File: src/rtl/mbox_cmd_engine.sv
module mbox_cmd_engine #(
  parameter int AW        = 9,
  parameter int POLL_N    = 16,
  parameter int CMD_LAT   = 8,
  parameter logic [7:0] VERSION  = 8'hA8,
  parameter logic [7:0] CMD_LO   = 8'h80,
  parameter logic [7:0] CMD_HI   = 8'h89,
  parameter logic [7:0] DIS_CODE = 8'h87,
  parameter int CMD_IDX   = 0,
  parameter int ERR_IDX   = 8,
  parameter int VER_IDX   = 10,
  parameter int START_IDX = 11
) (
  input  logic          clk,
  input  logic          rst_n,
  output logic [AW-1:0] ram_addr,
  output logic [7:0]    ram_wdata,
  output logic          ram_we,
  output logic          ram_re,
  input  logic [7:0]    ram_rdata,
  output logic          ready_set,
  output logic          irq_en
);
  localparam int MAXW = (POLL_N > CMD_LAT) ? POLL_N : CMD_LAT;
  localparam int CW   = $clog2(MAXW + 1);

  typedef enum logic [3:0] {
    S_VER, S_START, S_RDY, S_IDLE, S_RD, S_EVAL, S_BUSY, S_STAT, S_CLR
  } st_t;

  st_t          st;
  logic [CW-1:0] cnt;
  logic [7:0]   code_q;
  logic [7:0]   stat_q;
  logic         seen_rdy;

  wire in_range = (ram_rdata >= CMD_LO) && (ram_rdata <= CMD_HI);

  always_comb begin
    ram_addr  = AW'(CMD_IDX);
    ram_wdata = 8'h00;
    ram_we    = 1'b0;
    ram_re    = 1'b0;
    case (st)
      S_VER:   begin ram_we = 1'b1; ram_addr = AW'(VER_IDX); ram_wdata = VERSION; end
      S_START: begin ram_we = 1'b1; ram_addr = AW'(START_IDX); end
      S_RD:    ram_re = 1'b1;
      S_STAT:  begin ram_we = 1'b1; ram_addr = AW'(ERR_IDX); ram_wdata = stat_q; end
      S_CLR:   ram_we = 1'b1;
      default: ;
    endcase
  end

  assign ready_set = (st == S_RDY);

  always_ff @(posedge clk) begin
    if (!rst_n) begin
      st       <= S_VER;
      cnt      <= '0;
      code_q   <= 8'h00;
      stat_q   <= 8'h00;
      irq_en   <= 1'b1;
      seen_rdy <= 1'b0;
    end else begin
      if (ready_set) seen_rdy <= 1'b1;
      case (st)
        S_VER:   st <= S_START;
        S_START: st <= S_RDY;
        S_RDY:   begin st <= S_IDLE; cnt <= '0; end
        S_IDLE:
          if (cnt == CW'(POLL_N - 1)) begin cnt <= '0; st <= S_RD; end
          else cnt <= cnt + 1'b1;
        S_RD:    st <= S_EVAL;
        S_EVAL:
          if (!ram_rdata[7]) begin
            st <= S_IDLE; cnt <= '0;
          end else begin
            code_q <= ram_rdata;
            stat_q <= in_range ? 8'h00 : 8'h01;
            cnt    <= '0;
            st     <= in_range ? S_BUSY : S_STAT;
          end
        S_BUSY:
          if (cnt == CW'(CMD_LAT - 1)) begin
            if (code_q == DIS_CODE) irq_en <= 1'b0;
            st <= S_STAT;
          end else cnt <= cnt + 1'b1;
        S_STAT:  st <= S_CLR;
        S_CLR:   begin st <= S_IDLE; cnt <= '0; end
        default: st <= S_VER;
      endcase
    end
  end

  a_r9_no_rw_clash: assert property (@(posedge clk) disable iff (!rst_n)
    !(ram_we && ram_re));
  a_r2_ready_once: assert property (@(posedge clk) disable iff (!rst_n)
    ready_set |-> !seen_rdy);
  a_r1_ready_after_start: assert property (@(posedge clk) disable iff (!rst_n)
    ready_set |-> ($past(ram_we) && $past(ram_addr) == AW'(START_IDX) && $past(ram_wdata) == 8'h00));
  a_r8_status_before_clear: assert property (@(posedge clk) disable iff (!rst_n)
    (ram_we && ram_addr == AW'(CMD_IDX)) |-> ($past(ram_we) && $past(ram_addr) == AW'(ERR_IDX)));
  a_r8_clear_is_zero: assert property (@(posedge clk) disable iff (!rst_n)
    (ram_we && ram_addr == AW'(CMD_IDX)) |-> ram_wdata == 8'h00);
  a_r6_status_codes: assert property (@(posedge clk) disable iff (!rst_n)
    (ram_we && ram_addr == AW'(ERR_IDX)) |-> ram_wdata <= 8'h01);
  a_r7_irq_only_on_disable: assert property (@(posedge clk) disable iff (!rst_n)
    $fell(irq_en) |-> code_q == DIS_CODE);
  a_r3_reads_spaced: assert property (@(posedge clk) disable iff (!rst_n)
    ram_re |=> !ram_re);
endmodule

File: config.mk
export PLATFORM = sky130hd
export DESIGN_NAME = mbox_cmd_engine
export DESIGN_NICKNAME = d
export VERILOG_FILES = /design/src/rtl/mbox_cmd_engine.sv
export SDC_FILE = /design/constraint.sdc
export NUM_CORES = 1
export LEC_CHECK = 0
export ABC_CLOCK_PERIOD_IN_PS = 2020
export CORE_MARGIN = 5
export CORE_UTILIZATION = 49
export DETAILED_ROUTE_END_ITERATION = 12
export GPL_TIMING_DRIVEN = 0
export PLACE_DENSITY = 0.9
export SLEW_MARGIN = 15
export SYNTH_ARGS = -nofsm -noshare
export SYNTH_HDL_FRONTEND = slang
export SYNTH_SLANG_ARGS = --single-unit
File: constraint.sdc
create_clock -name clk -period 2.02 [get_ports clk]
set_input_delay 0.606 -clock clk [delete_from_list [all_inputs] [get_ports clk]]
set_output_delay 0.606 -clock clk [all_outputs]
set_load 0.01 [all_outputs]
==> summary.txt <==
CTS tree -> done
Tightest Hold Check Type -> register to register
synth warn -> 0
crit path kind -> register to output port
Area contributors post-synth -> dfxtp_1, buf_4, mux2i_1
Hold Path Origin -> irq_en
filler cell count -> 199
Synth cell types -> 51
reg2reg path depth -> 8
RR Endpoint -> cnt[0]
delay-heaviest family, CP -> buffers and inverters
Post-synth top flop -> dfxtp_1
hold path endpoint -> irq_en
cell with the most instances after synthesis -> dfxtp_1
Combinational Power Share -> 33.8%
Peak VDD IR -> 565 uV
internal power -> 0.630 mW
Power, Total -> 0.932 mW
average cell area after synthesis -> 9.21 um^2
status -> finished, violations left
Clock Pin Slew Worst Setup and Hold Paths -> 130 ps
total CTS buffers -> 3
post-layout util -> 71.3%
CP Data Arrival Time -> 1440 ps
synthesized flop and latch total -> 19
initial DRC count -> 65
# port buffers -> 20
Die Span Y -> 61.1 um
CP max stage delay -> 390 ps
core region area -> 2480 um^2
root buffer cell -> clkbuf_4
layout cells sized above 1 -> 39.5%
RSZ-0062 raised after global routing -> true
row count -> 18
GRT Total Usage -> 19.9%
Worst Setup End Kind -> output port
first-pass GRT wire length -> 5.58 mm
Reg power frac -> 42.8%
Clock Path Buffers -> 2
Pleak -> 0.726 nW
dpl ws -> -355 ps
Setup violations, final -> 3
Starting Density -> 51.7%
f_max -> 0.490 GHz
Post-route DRC -> 0
PwrDens -> 527 nW/um^2
sequential-to-total area share from yosys stat -> 29.7%
drt total wl -> 3.51 mm
htree depth -> 1
Post-synth top cells -> dfxtp_1, buf_4, mux2i_1
Hold WS -> 467 ps
Post-synth EDFFs -> 0
post-placement cell area -> 1560 um^2
Tcrit/Tclk final -> 101%
nets -> 199
Post-Synthesis Cells -> 139
endpoints failing hold -> 0
drt wl/cell -> 16.3 um
failing checks -> setup timing
initial antenna violation count -> 0
Global Route met1 Usage -> 23.2%
slowest CP cell -> dfxtp_4
GR Overflow Total -> 0
DR pass1 iterations -> 4
worst setup margin -> -22.6 ps
hold depth -> 2
routed vias -> 1213
asr flop ratio synth -> 0%
area grow syn2layout -> 38.0%
Yosys top cell by area -> dfxtp_1
met3 Resource Use GR -> 5.24%
Sw Pwr -> 0.302 mW
number of global-route vias before repair -> 1179
Final Cell Area -> 1770 um^2
Clk pwr share -> 23.4%
die area -> 3730 um^2
Max Slew Vio Count -> 0
RePlAce Congestion -> 0.877
skew final -> 5.99 ps
CP Max Fanout -> 6
share of the synthesized area in the top cell type -> 29.7%
Die Span X -> 61.1 um
worst r2r src -> cnt[0]
fin cells -> 215
Clk Latency, worst-skew pair -> 320 ps
Worst setup SP type -> register
Sw Share -> 32.4%
routed vias/inst -> 5.64
antenna violation net count after detailed routing -> 0
final setup TNS -> -31.4 ps
largest net degree at the start of global routing -> 13
Crit path buffers/inverters -> 3
fin crit period -> 2040 ps
clk sinks -> 19
DP HPWL -> 2.33 mm
Top Ports -> 31
grt peak-use layer -> met2
n_diodes -> 0
max cap viols -> 0
Cells after DPL -> 198
Netlist Area Pre-Place -> 1280 um^2
Critical Path RT -> 1410 ps
CP cell instances -> buf_8 > buf_4 > nor3_2 > and2_1 > buf_2
GR Util met2 -> 35.8%
r2r setup slk -> 240 ps
## tightest hold or removal path, delay by kind of cell (launching register included)
kind / cells / cell delay, ps
AND/OR/NAND/NOR: 1 / 50
flip-flops: 1 / 340
AO/OA/AOI/OAI: 1 / 60
## cell type report
type | instances | area, um^2 | share of cell area [%]
Buffer | 20 | 211 | 12.0
Clock buffer | 3 | 22.5 | 1.27
Clock inverter | 1 | 7.51 | 0.425
Inverter | 6 | 26.3 | 1.49
Multi-Input combinational cell | 101 | 786 | 44.5
Sequential cell | 19 | 390 | 22.1
Tap cell | 30 | 37.5 | 2.12
Timing Repair Buffer | 35 | 285 | 16.1
## how the worst max path moves through the flow
stage | start | endpoint | slack [ps] | depth (start not counted)
finish | st[1] | ram_addr[0] | -20 | 5
global route | st[1] | ram_addr[0] | -70 | 5
CTS | st[0] | ram_wdata[5] | 2 | 5
detailed placement | st[2] | ram_wdata[5] | -360 | 5
global placement | st[2] | ram_wdata[5] | -320 | 5
floorplan | st[2] | ram_wdata[5] | 140 | 4
## cell usage in the layout (no fill, tap or decap), types with 2 or more instances in the layout
master,Yosys,layout
buf_6,4,7
and2_1,2,2
and4_1,2,2
a21boi_1,2,2
o211ai_1,4,4
nor3_1,5,2
dfxtp_4,0,2
a21oi_1,5,5
ha_1,3,3
nor3b_2,2,2
nor2b_1,7,7
o21ai_1,4,4
clkinvlp_4,0,2
buf_4,14,24
clkbuf_4,0,3
nand2_1,4,3
dfxtp_1,19,15
dfxtp_2,0,2
buf_8,0,2
buf_2,0,7
nand3_1,4,4
conb_1,1,10
nor4_1,3,2
inv_1,5,4
nand4_1,2,2
nand2b_1,3,2
o21bai_1,2,2
clkdlybuf4s50_1,0,10
a21oi_2,2,2
clkbuf_16,0,2
mux2i_1,9,9
nand2b_4,1,2
nor3_2,0,3
## logic make-up after synthesis
logic type               Yosys count  synth area share [%]
other                              1                 0.293
flip-flops                        19                  29.7
adder cells (fa/ha/maj)            3                  2.93
XOR/XNOR                           2                  1.37
AND/OR/NAND/NOR                   44                  24.0
AO/OA/AOI/OAI                     33                  19.9
buffers and inverters             28                  14.7
multiplexers                       9                  7.04
## routing by layer
metal	part of all wire, %	wire, um
met1	39	1360
met2	53	1840
met3	6.8	237
met4	1.9	67
met5	0	0
## state kept, by name (all words and copies together) (netlist names)
signal  flops
cnt         5
stat_q      1
st          4
code_q      8
irq_en      1
## power groups by stage
stage / sequential [mW] / clock (mW) / combinational (mW)
3_5_place_dp: 0.409 / 0 / 0.266
4_1_cts: 0.398 / 0.220 / 0.303
2_1_floorplan: 0.405 / 0 / 0.177
6_report: 0.399 / 0.218 / 0.314
5_1_grt: 0.401 / 0.242 / 0.333
3_3_place_gp: 0.407 / 0 / 0.256
## what timing repair did
item | CTS | global route
hold buffers | 0 | 0
pin swaps | 2 | 3
setup buffers | 11 | 3
setup endpoints to repair | 10 | 9
cloned | 1 | 0
gates resized for setup | 60 | 10
(Power assumes the default switching activity.)
